<file path="src/rtl/ssrx_pkg.sv">
// Shared constants, frame state type and helper functions of the serial receiver.
// Assumes a maximum of 8 data bits and a 2-bit length code of (bits - 5).
package ssrx_pkg;
    localparam int DATA_W = 8;
    localparam int WIN_W  = DATA_W + 1;
    localparam int LEN_W  = 2;
    localparam int CNT_W  = $clog2(WIN_W + 1);
    localparam int MIN_BITS = DATA_W - (1 << LEN_W) + 1;

    typedef enum logic [2:0] {
        ST_IDLE, ST_HUNT, ST_CONFIRM, ST_FRAME, ST_START, ST_STOP
    } fr_state_e;

    // Number of data bits selected by the length code.
    function automatic logic [CNT_W-1:0] data_bits(input logic [LEN_W-1:0] wl);
        return CNT_W'(MIN_BITS) + CNT_W'(wl);
    endfunction

    // Ones in the low n bit positions.
    function automatic logic [DATA_W-1:0] len_mask(input logic [LEN_W-1:0] wl);
        logic [DATA_W:0] t;
        t = ({{DATA_W{1'b0}}, 1'b1} << data_bits(wl)) - 1'b1;
        return t[DATA_W-1:0];
    endfunction

    // High when a right-justified frame (data plus parity) fails the parity check.
    function automatic logic parity_bad(input logic [WIN_W-1:0] fr, input logic pe,
                                        input logic even);
        return pe & ((^fr) == even);
    endfunction
endpackage

</file>
<file path="src/rtl/ssrx_sync_det.sv">
// Sliding bit window and sync-pattern comparator.
// Shifts every serial bit in at the top, so after L bits a frame sits right below
// the top with its first bit lowest. Exposes the frame before and after the
// current bit and flags a full-frame match with the sync pattern.
module ssrx_sync_det
    import ssrx_pkg::*;
(
    input  logic                 clk,
    input  logic                 rst_n,
    input  logic                 bit_en,
    input  logic                 ser_in,
    input  logic                 clr,
    input  logic [LEN_W-1:0]     word_len,
    input  logic                 par_en,
    input  logic                 par_even,
    input  logic [DATA_W-1:0]    sync_char,
    output logic [WIN_W-1:0]     frame_nx,
    output logic [WIN_W-1:0]     frame_q,
    output logic                 match
);
    logic [WIN_W-1:0] win_q;
    logic [WIN_W-1:0] win_nx;
    logic [CNT_W-1:0] flen;
    logic [CNT_W-1:0] shamt;
    logic [DATA_W-1:0] sdata;
    logic             spar;
    logic [WIN_W-1:0] pattern;

    // Window register: reloads with idle ones when cleared, shifts on each bit.
    always_ff @(posedge clk) begin
        if (!rst_n || clr) begin
            win_q <= '1;
        end else if (bit_en) begin
            win_q <= win_nx;
        end
    end

    // Frame extraction and pattern comparison.
    always_comb begin
        win_nx   = {ser_in, win_q[WIN_W-1:1]};
        flen     = data_bits(word_len) + CNT_W'(par_en);
        shamt    = CNT_W'(WIN_W) - flen;
        frame_nx = win_nx >> shamt;
        frame_q  = win_q >> shamt;
        sdata    = sync_char & len_mask(word_len);
        spar     = (^sdata) ^ ~par_even;
        pattern  = {1'b0, sdata};
        if (par_en) begin
            pattern[data_bits(word_len)] = spar;
        end
        match    = bit_en & (frame_nx == pattern);
    end
endmodule

</file>
<file path="src/rtl/ssrx_framer.sv">
// Frame sequencer: sync hunt and confirmation, character counting and stop check.
// Assumes mode, length and parity settings stay constant while search_en is high.
// Delivers one registered pulse per framed character with its data byte and errors.
module ssrx_framer
    import ssrx_pkg::*;
(
    input  logic                 clk,
    input  logic                 rst_n,
    input  logic                 bit_en,
    input  logic                 ser_in,
    input  logic [1:0]           mode,
    input  logic                 search_en,
    input  logic                 need_two,
    input  logic [LEN_W-1:0]     word_len,
    input  logic                 par_en,
    input  logic                 par_even,
    input  logic                 match,
    input  logic [WIN_W-1:0]     frame_nx,
    input  logic [WIN_W-1:0]     frame_q,
    output logic                 chr_vld,
    output logic [DATA_W-1:0]    chr_data,
    output logic                 chr_perr,
    output logic                 chr_ferr,
    output logic                 sync_q,
    output logic                 idle
);
    fr_state_e        st;
    logic [CNT_W-1:0] cnt;
    logic             last;
    logic             iso;

    // Decode of frame end and start/stop mode.
    always_comb begin
        last = (cnt == data_bits(word_len) + CNT_W'(par_en) - CNT_W'(1));
        iso  = mode[1];
        idle = (st == ST_IDLE);
    end

    // State machine: hunt, confirm, frame, stop.
    always_ff @(posedge clk) begin
        if (!rst_n) begin
            st       <= ST_IDLE;
            cnt      <= '0;
            sync_q   <= 1'b0;
            chr_vld  <= 1'b0;
            chr_data <= '0;
            chr_perr <= 1'b0;
            chr_ferr <= 1'b0;
        end else begin
            chr_vld <= 1'b0;
            if (!search_en) begin
                st     <= ST_IDLE;
                cnt    <= '0;
                sync_q <= 1'b0;
            end else begin
                case (st)
                    ST_IDLE: begin
                        cnt <= '0;
                        if (iso)              st <= ST_START;
                        else if (mode[0])     st <= ST_FRAME;
                        else                  st <= ST_HUNT;
                    end
                    ST_HUNT: begin
                        if (match) begin
                            cnt <= '0;
                            if (need_two) begin
                                st <= ST_CONFIRM;
                            end else begin
                                st     <= ST_FRAME;
                                sync_q <= 1'b1;
                            end
                        end
                    end
                    ST_CONFIRM: begin
                        if (bit_en) begin
                            if (last) begin
                                cnt <= '0;
                                if (match) begin
                                    st     <= ST_FRAME;
                                    sync_q <= 1'b1;
                                end else begin
                                    st <= ST_HUNT;
                                end
                            end else begin
                                cnt <= cnt + 1'b1;
                            end
                        end
                    end
                    ST_FRAME: begin
                        if (bit_en) begin
                            if (last) begin
                                cnt <= '0;
                                if (iso) begin
                                    st <= ST_STOP;
                                end else begin
                                    chr_vld  <= 1'b1;
                                    chr_data <= frame_nx[DATA_W-1:0];
                                    chr_perr <= parity_bad(frame_nx, par_en, par_even);
                                    chr_ferr <= 1'b0;
                                end
                            end else begin
                                cnt <= cnt + 1'b1;
                            end
                        end
                    end
                    ST_START: begin
                        if (bit_en && !ser_in) begin
                            st  <= ST_FRAME;
                            cnt <= '0;
                        end
                    end
                    ST_STOP: begin
                        if (bit_en) begin
                            chr_vld  <= 1'b1;
                            chr_data <= frame_q[DATA_W-1:0];
                            chr_perr <= parity_bad(frame_q, par_en, par_even);
                            chr_ferr <= ~ser_in;
                            st       <= ST_START;
                        end
                    end
                    default: st <= ST_IDLE;
                endcase
            end
        end
    end
endmodule

</file>
<file path="src/rtl/ssrx_hold.sv">
// Holding buffer with error flags, done flag and sync stripping.
// Assumes one delivered character per pulse; a stripped character changes nothing.
module ssrx_hold
    import ssrx_pkg::*;
(
    input  logic                 clk,
    input  logic                 rst_n,
    input  logic                 chr_vld,
    input  logic [DATA_W-1:0]    chr_data,
    input  logic                 chr_perr,
    input  logic                 chr_ferr,
    input  logic [LEN_W-1:0]     word_len,
    input  logic [DATA_W-1:0]    sync_char,
    input  logic                 strip_en,
    input  logic                 rd_strobe,
    output logic                 chr_strip,
    output logic                 done,
    output logic [15:0]          rx_buf
);
    logic [DATA_W-1:0] data_q;
    logic              perr_q;
    logic              ferr_q;
    logic              ovr_q;
    logic [DATA_W-1:0] msk;

    // Strip decision for the character now arriving.
    always_comb begin
        msk       = len_mask(word_len);
        chr_strip = chr_vld & strip_en & ~chr_perr & ~chr_ferr &
                    ((chr_data & msk) == (sync_char & msk));
    end

    // Buffer load, overrun detection and read clear.
    always_ff @(posedge clk) begin
        if (!rst_n) begin
            data_q <= '1;
            perr_q <= 1'b0;
            ferr_q <= 1'b0;
            ovr_q  <= 1'b0;
            done   <= 1'b0;
        end else if (chr_vld && !chr_strip) begin
            data_q <= chr_data;
            perr_q <= chr_perr;
            ferr_q <= chr_ferr;
            ovr_q  <= done & ~rd_strobe;
            done   <= 1'b1;
        end else if (rd_strobe) begin
            perr_q <= 1'b0;
            ferr_q <= 1'b0;
            ovr_q  <= 1'b0;
            done   <= 1'b0;
        end
    end

    // Program-visible buffer word.
    always_comb begin
        rx_buf = {perr_q | ferr_q | ovr_q, perr_q, ferr_q, ovr_q, 4'b0000, data_q};
    end
endmodule

</file>
<file path="src/rtl/ssrx_top.sv">
// Synchronous serial receiver top: window/comparator, frame sequencer, holding buffer.
// Assumes bit_en is a single-cycle strobe in the clk domain and settings are static
// while search_en is high.
module ssrx_top
    import ssrx_pkg::*;
(
    input  logic              clk,
    input  logic              rst_n,
    input  logic              bit_en,
    input  logic              ser_in,
    input  logic [1:0]        mode,
    input  logic [LEN_W-1:0]  word_len,
    input  logic              par_en,
    input  logic              par_even,
    input  logic              need_two,
    input  logic [DATA_W-1:0] sync_char,
    input  logic              search_en,
    input  logic              strip_en,
    input  logic              rx_ie,
    input  logic              rd_strobe,
    output logic [15:0]       rx_buf,
    output logic              done,
    output logic              irq,
    output logic              in_sync
);
    logic [WIN_W-1:0]  frame_nx;
    logic [WIN_W-1:0]  frame_q;
    logic              match;
    logic              chr_vld;
    logic [DATA_W-1:0] chr_data;
    logic              chr_perr;
    logic              chr_ferr;
    logic              chr_strip;
    logic              sync_q;
    logic              idle;

    ssrx_sync_det i_det (
        .clk(clk), .rst_n(rst_n), .bit_en(bit_en), .ser_in(ser_in), .clr(idle),
        .word_len(word_len), .par_en(par_en), .par_even(par_even),
        .sync_char(sync_char), .frame_nx(frame_nx), .frame_q(frame_q), .match(match)
    );

    ssrx_framer i_frm (
        .clk(clk), .rst_n(rst_n), .bit_en(bit_en), .ser_in(ser_in), .mode(mode),
        .search_en(search_en), .need_two(need_two), .word_len(word_len),
        .par_en(par_en), .par_even(par_even), .match(match), .frame_nx(frame_nx),
        .frame_q(frame_q), .chr_vld(chr_vld), .chr_data(chr_data),
        .chr_perr(chr_perr), .chr_ferr(chr_ferr), .sync_q(sync_q), .idle(idle)
    );

    ssrx_hold i_hold (
        .clk(clk), .rst_n(rst_n), .chr_vld(chr_vld), .chr_data(chr_data),
        .chr_perr(chr_perr), .chr_ferr(chr_ferr), .word_len(word_len),
        .sync_char(sync_char), .strip_en(strip_en), .rd_strobe(rd_strobe),
        .chr_strip(chr_strip), .done(done), .rx_buf(rx_buf)
    );

    // Status outputs: sync indication per mode and gated request.
    always_comb begin
        in_sync = search_en & ((mode == 2'b00) ? sync_q : 1'b1);
        irq     = done & rx_ie;
    end
endmodule

</file>
<file path="config.mk">
export PLATFORM = sky130hd
export DESIGN_NAME = ssrx_top
export DESIGN_NICKNAME = d
export VERILOG_FILES = /design/src/rtl/ssrx_pkg.sv /design/src/rtl/ssrx_sync_det.sv /design/src/rtl/ssrx_framer.sv /design/src/rtl/ssrx_hold.sv /design/src/rtl/ssrx_top.sv
export SDC_FILE = /design/constraint.sdc
export NUM_CORES = 1
export LEC_CHECK = 0
export ABC_CLOCK_PERIOD_IN_PS = 4800
export BUFFER_PORTS_ARGS = -buffer_cell sky130_fd_sc_hd__buf_2
export CAP_MARGIN = 20
export CELL_PAD_IN_SITES_DETAIL_PLACEMENT = 1
export CELL_PAD_IN_SITES_GLOBAL_PLACEMENT = 2
export CORE_MARGIN = 2
export CORE_UTILIZATION = 32
export DETAILED_ROUTE_END_ITERATION = 7
export PLACE_DENSITY_LB_ADDON = 0.3
export SYNTH_ARGS = -nofsm -noshare
export SYNTH_HDL_FRONTEND = slang
export SYNTH_SLANG_ARGS = --single-unit
</file>
<file path="constraint.sdc">
create_clock -name clk -period 4.8 [get_ports clk]
set_input_delay 0.96 -clock clk [delete_from_list [all_inputs] [get_ports clk]]
set_output_delay 0.96 -clock clk [all_outputs]
set_load 0.01 [all_outputs]
</file>
==> results.py <==
metrics = {
    "final_layout": {
        "final_cell_mix": "nand2_1 (52), dfxtp_1 (40), buf_2 (37), nor2_1 (31), mux2i_1 (30)",
        "multiInputGateArea_sq_mm": 0.00244,
        "final_util_pct": 38.3,
        "layout_commonest_cell": "nand2_1",
        "fin_nets": 495,
        "syn_to_final_growth_pct": 15.2,
        "drive_gt1_share_pct": 18.9,
        "antenna_cells": 0,
        "fill_cells": 1267,
        "ff_latch_area_sq_um": 801,
    },
    "yosys": {
        "netlist_area_sq_mm": 0.00344,
        "yosysUniqueCellTypes": 77,
        "ys_ff_latch": 40,
        "async_flop_share_pct": 0,
        "yosys_most_used_dff": "dfxtp_1",
        "synth_edf_count": 0,
        "postSynthCellCount": 422,
        "synth.yosys.seq_area_share_pct": 23.3,
        "avgSynthCellArea_sq_um": 8.16,
        "yosysWarnings": 0,
    },
    "sta": {
        "finalHoldViolations": 0,
        "period_needed_ns": 4.54,
        "fin_skew_ns": 0.0174,
        "slew_violations": 0,
        "rsz0062_at_grt": "no",
        "slew_headroom_pct": 46.7,
        "hold_ws_ns": 0.478,
        "setup-violations-final": 0,
        "tightest_slew_ns": 0.797,
        "period_share_pct": 94.6,
        "max_freq_mhz": 220,
    },
    "worst_setup_path": {
        "critPathMostFrequentCell": "mux2i_1",
        "cp_max_fo": 20,
        "worstSetupStartpointType": "input pin",
        "crit_type": "input pin to flop",
        "rrSetupSlack_ns": 1.63,
        "crit_required_ns": 5.04,
        "arrival_ns": 4.78,
        "crit_path_max_incr_delay_ns": 0.59,
        "critPathTopFamily": "compound AO/OA/AOI/OAI gates",
        "cpMaxStageDelayCell": "or4_1",
        "crit_buf_inv": 3,
        "crit_path_end_kind": "flop",
        "crit_chain": "buf_2, inv_1, ha_1, fa_1, buf_4, mux2i_1, mux2i_1, o221a_2, xor2_1, a2111o_1, or4_1, a2111o_1, a22oi_2, mux2i_1",
    },
    "floorplanning": {
        "core_area_sq_mm": 0.0104,
        "die_h_microns": 108,
        "fp.dieW_microns": 108,
        "ios": 42,
        "die_area_sq_mm": 0.0116,
        "fp-row-count": 37,
        "start_util_pct": 33.2,
    },
    "clock_network": {
        "clkLatencyLatePin_ns": 0.30,
        "postCtsHoldBufs": 0,
        "cts_tree": "built",
        "postCtsResizedCells": 0,
        "cts_setup_buffers": 0,
        "htreeDepth": 2,
        "path_clk_slew_ns": 0.09,
        "cts_root_buf": "clkbuf_8",
        "clockBufferDepth": 2,
        "cts_buffers": 5,
        "cts.sinks": 40,
    },
    "outcome": {
        "status": "complete, no violations",
    },
    "power_and_ir_drop": {
        "power_switching_uw": 369,
        "seq_power_share_pct": 31.3,
        "vdd_drop_max_mv": 0.201,
        "power.share.combinational_pct": 38.6,
        "pwr-share-clk_pct": 30.1,
        "p_per_area_mw_per_mm2": 276,
        "power_leakage_nw": 1.59,
        "swShare_pct": 33.6,
        "p_int_uw": 727,
    },
    "route": {
        "first_iter_violations": 110,
        "via_per_inst": 5.25,
        "routedWlPerCell_microns": 17.6,
        "wirelength_microns": 10500,
        "drc": 0,
        "via_count": 3133,
        "ant_nets": 0,
        "firstDrtPassIters": 4,
    },
    "place": {
        "io_buffer_count": 37,
        "gp_congestion": 0.975,
        "dpl.hpwl_microns": 8310,
    },
    "global_routing": {
        "antenna_found_initial": 0,
        "grt_pass1_vias": 3184,
        "grt_max_degree": 28,
        "grt-ovfl-total": 0,
        "track_usage_pct": 18.6,
        "grt_pass1_wl_microns": 17100,
    },
    "min_path": {
        "min_path_type": "flop to flop",
    },
    "flow_run": {
        "maxCapViolCount": 0,
    },
}
-- flip-flops by register name (all words and copies together), names as in the netlist, 3 cells and up --
register / flops
i_frm.cnt: 4
i_frm.chr_data: 8
i_frm.st: 3
i_det.win_q: 9
i_hold.data_q: 8
-- final timing paths --
kind                      endpoint              from  cells past startpoint
setup reg to reg      i_frm.cnt[1]    i_det.win_q[7]                     10
hold reg to reg   i_hold.data_q[0]  i_hold.data_q[0]                      2
hold / removal    i_hold.data_q[0]  i_hold.data_q[0]                      2
setup / recovery      i_frm.cnt[1]       word_len[0]                     14
-- power by group through the flow --
stage / logic [mW] / registers (mW) / clock network [mW]
2_1_floorplan: 0.305 / 0.345 / 0
3_3_place_gp: 0.417 / 0.351 / 0
3_5_place_dp: 0.421 / 0.351 / 0
4_1_cts: 0.423 / 0.343 / 0.341
5_1_grt: 0.465 / 0.345 / 0.352
6_report: 0.423 / 0.344 / 0.329
-- worst min-delay path: cells and delay by family, from the launching register on --
family           cells  cell delay [ns]
flip-flops           1             0.33
multiplexers         1             0.06
AND/OR/NAND/NOR      1             0.06
-- cell type report --
type,instances,area share [%]
multi-input combinational,340,61.6
tap,136,4.29
timing repair buffer,64,9.78
sequential,40,20.2
inverter,10,0.946
clock buffer,5,1.73
clock inverter,2,1.51
-- per-layer routing --
metal / part of all wire [%] / up-vias / global-route usage (%)
li1: - / 1568 / -
met1: 50 / 1517 / 25.6
met2: 47 / 44 / 32.0
met3: 2.9 / 4 / 2.36
met4: 0.42 / 0 / 2.20
met5: 0 / - / 0
-- logic make-up after synthesis --
group / Yosys count / share of synthesized area [%]
compound gates: 96 / 19.3
xor+xnor: 37 / 10.6
fa+ha+maj: 11 / 4.22
buf+inv: 45 / 6.14
flops: 40 / 23.3
mux: 42 / 14.9
other cells: 1 / 0.109
simple gates: 150 / 21.5
-- synth_stat cells (all sizes together), types with 3 or more instances --
master	number	area (sq um)
nand2	52	195
dfxtp	40	801
nor2	32	123
mux2i	31	314
a21oi	29	145
xnor2	23	201
clkbuf	18	67.6
buf	17	106
nor2b	15	93.8
o21ai	13	65.1
xor2	11	96.3
ha	10	125
inv	10	37.5
nor3	10	55.1
nand2b	9	56.3
a211oi	7	52.6
mux4	6	143
a31oi	5	31.3
mux2	5	56.3
nand3	5	25.0
o21a	5	37.5
a22oi	4	35.0
and2	4	25.0
a211o	3	27.5
nand3b	3	22.5
nand4	3	18.8
nor3b	3	22.5
o22ai	3	18.8
-- per-stage QoR --
step	cell area [sq um]	setup TNS [ns]	std cells	power (mW)	setup slack [ns]
6_report	3970	0	597	1.10	0.260
5_1_grt	3970	0	597	1.16	0.0777
4_1_cts	3970	0	597	1.11	0.259
3_5_place_dp	3840	-0.0350	590	0.772	-0.0350
3_3_place_gp	3840	0	590	0.768	0.105
2_1_floorplan	3460	0	425	0.650	0.0143
No activity file was read; power rests on OpenSTA's default activity.
